===== config.mk =====
export PLATFORM = sky130hd
export DESIGN_NAME = amx_core
export DESIGN_NICKNAME = d
export VERILOG_FILES = /design/src/rtl/amx_pkg.sv /design/src/rtl/amx_regbank.sv /design/src/rtl/amx_locator.sv /design/src/rtl/amx_core.sv
export SDC_FILE = /design/constraint.sdc
export NUM_CORES = 1
export LEC_CHECK = 0
export BUFFER_PORTS_ARGS = -buffer_cell sky130_fd_sc_hd__buf_2
export CORE_MARGIN = 2
export CORE_UTILIZATION = 25
export CTS_BUF_LIST = sky130_fd_sc_hd__clkbuf_8
export DETAILED_ROUTE_END_ITERATION = 7
export HOLD_SLACK_MARGIN = 0.03
export SKIP_CTS_REPAIR_TIMING = 1
export SYNTH_ARGS = -nofsm -noshare
export SYNTH_HDL_FRONTEND = slang
export SYNTH_SLANG_ARGS = --single-unit

===== constraint.sdc =====
create_clock -name clk -period 5.2 [get_ports clk]
set_input_delay 0.52 -clock clk [delete_from_list [all_inputs] [get_ports clk]]
set_output_delay 0.52 -clock clk [all_outputs]
set_load 0.02 [all_outputs]

===== src/rtl/amx_pkg.sv =====
package amx_pkg;

    localparam int WORD_W    = 16;
    localparam int REG_COUNT = 16;

    typedef enum logic [1:0] {
        AM_REG  = 2'd0,
        AM_IND  = 2'd1,
        AM_PINC = 2'd2,
        AM_IDX  = 2'd3
    } amode_e;

    typedef enum logic [2:0] {
        ST_FETCH,
        ST_EXTS,
        ST_EXTD,
        ST_SRC,
        ST_DST,
        ST_WB
    } state_e;

    // Field placement is fixed by the instruction encoding
    typedef struct packed {
        logic [3:0] op;
        amode_e     sm;
        amode_e     dm;
        logic [3:0] rs;
        logic [3:0] rd;
    } insn_t;

    function automatic logic needs_ext(amode_e m);
        return m == AM_IDX;
    endfunction

    function automatic state_e after_fetch(insn_t w);
        if (needs_ext(w.sm)) return ST_EXTS;
        if (needs_ext(w.dm)) return ST_EXTD;
        return ST_SRC;
    endfunction

endpackage


===== src/rtl/amx_regbank.sv =====
module amx_regbank #(
    parameter int DW   = 16,
    parameter int NREG = 16,
    localparam int RW  = $clog2(NREG)
) (
    input  logic          clk,
    input  logic          rst,
    input  logic [RW-1:0] ra,
    input  logic [RW-1:0] rb,
    input  logic [RW-1:0] rc,
    input  logic          we,
    input  logic [RW-1:0] wa,
    input  logic [DW-1:0] wd,
    output logic [DW-1:0] qa,
    output logic [DW-1:0] qb,
    output logic [DW-1:0] qc
);
    logic [DW-1:0] regs [NREG];

    always_ff @(posedge clk) begin
        for (int i = 0; i < NREG; i++) begin
            if (rst)
                regs[i] <= '0;
            else if (we && wa == RW'(i))
                regs[i] <= wd;
        end
    end

    assign qa = regs[ra];
    assign qb = regs[rb];
    assign qc = regs[rc];

endmodule


===== src/rtl/amx_locator.sv =====
module amx_locator
    import amx_pkg::*;
#(
    parameter int DW = 16
) (
    input  amode_e        mode,
    input  logic [DW-1:0] base,
    input  logic [DW-1:0] ext,
    output logic [DW-1:0] addr,
    output logic          in_mem
);
    // Indexed sum wraps naturally at DW bits
    assign addr   = (mode == AM_IDX) ? base + ext : base;
    assign in_mem = (mode != AM_REG);
endmodule


===== src/rtl/amx_core.sv =====
module amx_core
    import amx_pkg::*;
#(
    parameter int DW   = WORD_W,
    parameter int NREG = REG_COUNT,
    localparam int RW  = $clog2(NREG)
) (
    input  logic          clk,
    input  logic          rst,
    output logic          mem_req,
    output logic          mem_we,
    output logic [DW-1:0] mem_addr,
    output logic [DW-1:0] mem_wdata,
    input  logic          mem_ready,
    input  logic [DW-1:0] mem_rdata,
    output logic          done,
    input  logic [RW-1:0] dbg_idx,
    output logic [DW-1:0] dbg_reg,
    output logic [DW-1:0] dbg_pc
);
    state_e        state;
    insn_t         ir;
    insn_t         fetched;
    logic [DW-1:0] pc, ext_s, ext_d, sval, dval, dst_addr, sum;
    logic [DW-1:0] qa, qb, src_loc, dst_loc;
    logic          src_mem, dst_mem, done_q;
    logic          rf_we;
    logic [RW-1:0] rf_wa;
    logic [DW-1:0] rf_wd;

    assign fetched = insn_t'(mem_rdata[15:0]);
    assign sum     = sval + dval;

    amx_regbank #(.DW(DW), .NREG(NREG)) u_rf (
        .clk(clk), .rst(rst),
        .ra(ir.rs), .rb(ir.rd), .rc(dbg_idx),
        .we(rf_we), .wa(rf_wa), .wd(rf_wd),
        .qa(qa), .qb(qb), .qc(dbg_reg)
    );

    amx_locator #(.DW(DW)) u_src_loc (
        .mode(ir.sm), .base(qa), .ext(ext_s), .addr(src_loc), .in_mem(src_mem)
    );

    amx_locator #(.DW(DW)) u_dst_loc (
        .mode(ir.dm), .base(qb), .ext(ext_d), .addr(dst_loc), .in_mem(dst_mem)
    );

    // Memory request and register-file write selection
    always_comb begin
        mem_req   = 1'b0;
        mem_we    = 1'b0;
        mem_addr  = pc;
        mem_wdata = sum;
        rf_we     = 1'b0;
        rf_wa     = ir.rd;
        rf_wd     = sum;
        unique case (state)
            ST_FETCH, ST_EXTS, ST_EXTD: mem_req = 1'b1;
            ST_SRC: begin
                mem_req  = src_mem;
                mem_addr = src_loc;
                if (ir.sm == AM_PINC && mem_ready) begin
                    rf_we = 1'b1;
                    rf_wa = ir.rs;
                    rf_wd = qa + DW'(1);
                end
            end
            ST_DST: begin
                mem_req  = dst_mem;
                mem_addr = dst_loc;
                if (ir.dm == AM_PINC && mem_ready) begin
                    rf_we = 1'b1;
                    rf_wd = qb + DW'(1);
                end
            end
            ST_WB: begin
                mem_req  = dst_mem;
                mem_we   = dst_mem;
                mem_addr = dst_addr;
                rf_we    = !dst_mem;
            end
            default: ;
        endcase
    end

    always_ff @(posedge clk) begin
        if (rst) begin
            state    <= ST_FETCH;
            pc       <= '0;
            ir       <= '0;
            ext_s    <= '0;
            ext_d    <= '0;
            sval     <= '0;
            dval     <= '0;
            dst_addr <= '0;
            done_q   <= 1'b0;
        end else begin
            done_q <= 1'b0;
            unique case (state)
                ST_FETCH: if (mem_ready) begin
                    ir <= fetched;
                    pc <= pc + DW'(1);
                    if (fetched.op != 4'd0) done_q <= 1'b1;
                    else                    state  <= after_fetch(fetched);
                end
                ST_EXTS: if (mem_ready) begin
                    ext_s <= mem_rdata;
                    pc    <= pc + DW'(1);
                    state <= needs_ext(ir.dm) ? ST_EXTD : ST_SRC;
                end
                ST_EXTD: if (mem_ready) begin
                    ext_d <= mem_rdata;
                    pc    <= pc + DW'(1);
                    state <= ST_SRC;
                end
                ST_SRC: if (!src_mem || mem_ready) begin
                    sval  <= src_mem ? mem_rdata : qa;
                    state <= ST_DST;
                end
                ST_DST: if (!dst_mem || mem_ready) begin
                    dval     <= dst_mem ? mem_rdata : qb;
                    dst_addr <= dst_loc;
                    state    <= ST_WB;
                end
                ST_WB: if (!dst_mem || mem_ready) begin
                    done_q <= 1'b1;
                    state  <= ST_FETCH;
                end
                default: state <= ST_FETCH;
            endcase
        end
    end

    assign done   = done_q;
    assign dbg_pc = pc;


    req_hold_chk: assert property (@(posedge clk) disable iff (rst)
        (mem_req && !mem_ready) |=> (mem_req && $stable(mem_we) && $stable(mem_addr) && $stable(mem_wdata)));


    done_pulse_chk: assert property (@(posedge clk) disable iff (rst)
        done |=> !done);


    reset_chk: assert property (@(posedge clk) disable iff (rst)
        $fell(rst) |-> (pc == '0 && state == ST_FETCH && !mem_we));


    pinc_store_chk: assert property (@(posedge clk) disable iff (rst)
        (state == ST_WB && ir.dm == AM_PINC) |-> (mem_we && mem_addr == qb - DW'(1)));

endmodule


==> results.json <==
{
  "ys_seq_elements": 376,
  "comb_power_share_pct": 39.0,
  "largest_net_degree_at_the_start_of_global_routing": 69,
  "run_status": "complete, no violations",
  "clk_path_buf_depth": 3,
  "cts-root-buf": "clkbuf_8",
  "share_seq_of_total_power_pct": 34.2,
  "wl_per_cell_um": 24.5,
  "criticalPathCategory": "reg2out",
  "hold_path.class": "in2reg",
  "critPathSlowestCell": "mux4_2",
  "number_of_flops_mapped_to_enable_cells_by_yosys": 256,
  "r2r.worst_path.cells": 9,
  "path_max_fanout": 6,
  "row_count": 112,
  "synth_nets": 2162,
  "core_area_um2": 92900,
  "io_pins": 90,
  "vdd_drop_max_mv": 0.179,
  "clk_latency_ps": 690,
  "p_leak_nw": 9.55,
  "layout_setup_ws_ps": 110,
  "worst_r2r_endpoint": "u_rf.regs[14][4]",
  "max-slew-margin-rel_pct": 14.7,
  "crit_family": "compound AO/OA/AOI/OAI gates",
  "syn_area_um2": 23300,
  "hold-path-cell-count": 3,
  "synth.distinct_cells": 79,
  "synth-main-ff-cell": "edfxtp_1",
  "post-route-drc-count": 0,
  "layout_min_cycle_time_ps": 5090,
  "number_of_global_route_vias_before_repair": 18300,
  "whs_endpoint": "ext_s[15]",
  "final_max_slew_viol_count": 0,
  "placed_cell_area_um2": 25700,
  "first_pass_iters": 6,
  "timing.max_cap.violations": 0,
  "cts.sink_count": 376,
  "required_ps": 4680,
  "cts_buf_count": 70,
  "cellPowerDensity_nw_per_um2": 381,
  "critical-path-max-stage-delay_ps": 530,
  "globalRouteTotalUtil_pct": 17.7,
  "tritoncts": "done",
  "final_design_area_no_fill_um2": 27600,
  "clkTransAtPathRegs_ps": 60,
  "grt_antenna_before_repair": 5,
  "worst_setup_path_end_kind": "output pin",
  "fin_crit_sh_pct": 97.9,
  "timing.final.setup_violations": 0,
  "netSwitchingFraction_pct": 39.3,
  "placedCellCount": 3403,
  "synthToLayoutAreaGrowth_pct": 18.2,
  "detail-route-antenna-nets": 0,
  "regToRegStartpoint": "state[1]",
  "finalNonFillerCells": 3553,
  "cts-htree-levels": 3,
  "drt-initial-drc-count": 2541,
  "worst_setup_slack_for_register_to_register_paths_ps": 910,
  "hold_start": "mem_rdata[15]",
  "sequential_share_of_the_synthesized_area_pct": 43.2,
  "finalHoldWorstSlack_ps": 157,
  "startpoint_type": "register",
  "synth_cells": 2088,
  "report.final.hold_viol_count": 0,
  "grt_first_pass_wirelength_um": 125000,
  "finClkSkew_ps": 51.5,
  "grt-ovfl-total": 0,
  "synth.avg_cell_area_um2": 11.2,
  "final_net_count": 2321,
  "hpwlAfterDp_um": 61500,
  "max_freq_mhz": 196,
  "postLayoutCoreUtil_pct": 29.7,
  "die_y_um": 310,
  "synth-async-reset-ratio_pct": 0,
  "netSwitchingPower_mw": 4.13,
  "buffer_ports.inserted": 89,
  "clockPowerShare_pct": 26.8,
  "viasPerCell": 5.42,
  "rsz0062_at_grt": "yes",
  "floorplan.initialDensity_pct": 25.1,
  "nFillCells": 9481,
  "cell_repeated_most_along_the_worst_path": "buf_4",
  "critical_path.cell_chain": "buf_12 -> buf_4 -> mux4_2 -> o22ai_2 -> or2_4 -> inv_2 -> ha_4 -> inv_1 -> fa_2 -> nor2b_1 -> o21ai_2 -> a21oi_2 -> buf_4 -> o211ai_1 -> nand3b_1 -> xnor2_2 -> o21ai_2 -> a222oi_1 -> o21ai_1 -> buf_4",
  "internal_power_contribution_mw": 6.38,
  "routed-via-count": 19300,
  "tightestPinTransition_ps": 1270,
  "yosysWarnings": 0,
  "layout-drive-gt1-share_pct": 28.0,
  "placement.setup.worst_slack_ps": 405,
  "worst_ep_arrival_time_ps": 4570,
  "die_x_um": 310,
  "global_placement_routability_congestion": 0.948,
  "crit_buf_inv": 6,
  "die-area_um2": 95800,
  "postRouteWirelength_um": 87200
}
## kinds of logic (layout without fill, tap and decap cells)
group                    after synthesis  in the layout  share of synthesized area, %
AND/OR/NAND/NOR                      792            792                          14.4
AO/OA/AOI/OAI                        389            389                          11.3
flip-flops                           376            376                          43.2
multiplexers                         232            232                          21.5
buffers and inverters                178            388                          4.16
XOR/XNOR                              70             70                          2.63
adder cells (fa/ha/maj)               51             51                          2.83
other                                  0              1                             0
## how the worst max path moves through the flow
stage / to / slack (ps) / cells after the start
CTS: mem_addr[15] / -340 / 16
global route: mem_addr[15] / -90 / 15
floorplan: mem_addr[15] / 860 / 13
global placement: mem_addr[15] / 420 / 15
detailed placement: mem_addr[15] / 410 / 16
finish: mem_addr[10] / 110 / 20
## power by group through the flow
stage	Sequential (mW)	Combinational [mW]	Clock, mW
final	3.59	4.10	2.82
after CTS	3.60	3.81	2.85
after global placement	3.66	3.79	0
after global routing	3.61	4.32	2.98
after detailed placement	3.66	3.80	0
after floorplan	3.55	2.50	0
## placed cells by master (no fill, tap or decap), drive strengths merged, types with 29 or more instances in the layout
cell type  synthesis  layout
clkbuf            88      82
a22oi             42      42
dfxtp            120     120
inv               22      48
nand2            250     250
a21oi            106     106
nor3              29      29
nor2             398     398
edfxtp           256     256
buf               68     240
ha                48      48
o21ai             77      77
xnor2             42      42
mux4             210     210
## area by class of cell
cell class                      count  area (um^2)  share of cell area [%]
Multi-Input combinational cell   1534        12600                    45.7
Sequential cell                   376        10100                    36.6
Timing Repair Buffer              243         1910                    6.92
Tap cell                         1254         1570                    5.69
Clock buffer                       79         1090                    3.94
Clock inverter                     44          235                   0.853
Inverter                           22         82.6                   0.299
Antenna cell                        1         2.50                 0.00907
## sequential cells by signal, summed over array words and instances, names as in the netlist, named ones only
name       count
dbg_pc        16
done           1
dst_addr      16
dval          16
ext_d         16
ext_s         16
ir            12
state          3
sval          16
u_rf.regs    256
## worst register-to-register path, delay by kind of cell, from the launching register on
kind | cells | cell delay, ps
AND/OR/NAND/NOR | 6 | 2270
buffers and inverters | 2 | 700
flip-flops | 1 | 610
multiplexers | 1 | 570
## layer usage
layer | track usage, % | part of all wire, % | vias up
met5 | 0.253 | 0.039 | -
met4 | 7.37 | 4.2 | 6
met3 | 4.56 | 12 | 226
met2 | 28.3 | 46 | 1289
met1 | 22.8 | 38 | 9534
li1 | - | - | 8214
## synthesized netlist by cell type (29+ instances only)
| cell type | count | area (um^2) |
|---|---|---|
| ha_1 | 48 | 601 |
| dfxtp_1 | 120 | 2400 |
| nor2_1 | 387 | 1450 |
| nor3_1 | 29 | 145 |
| nand2_1 | 248 | 931 |
| a21oi_1 | 106 | 531 |
| a22oi_1 | 41 | 308 |
| clkbuf_1 | 87 | 327 |
| o21ai_0 | 75 | 375 |
| xnor2_1 | 42 | 368 |
| edfxtp_1 | 256 | 7690 |
| mux4_2 | 196 | 4410 |
## stage by stage
stage	TNS [ps]	power (mW)
finish	0	10.5
global route	-150	10.9
CTS	-1790	10.3
detailed placement	0	7.46
global placement	0	7.45
floorplan	0	6.05
No activity file was read; power rests on OpenSTA's default activity.
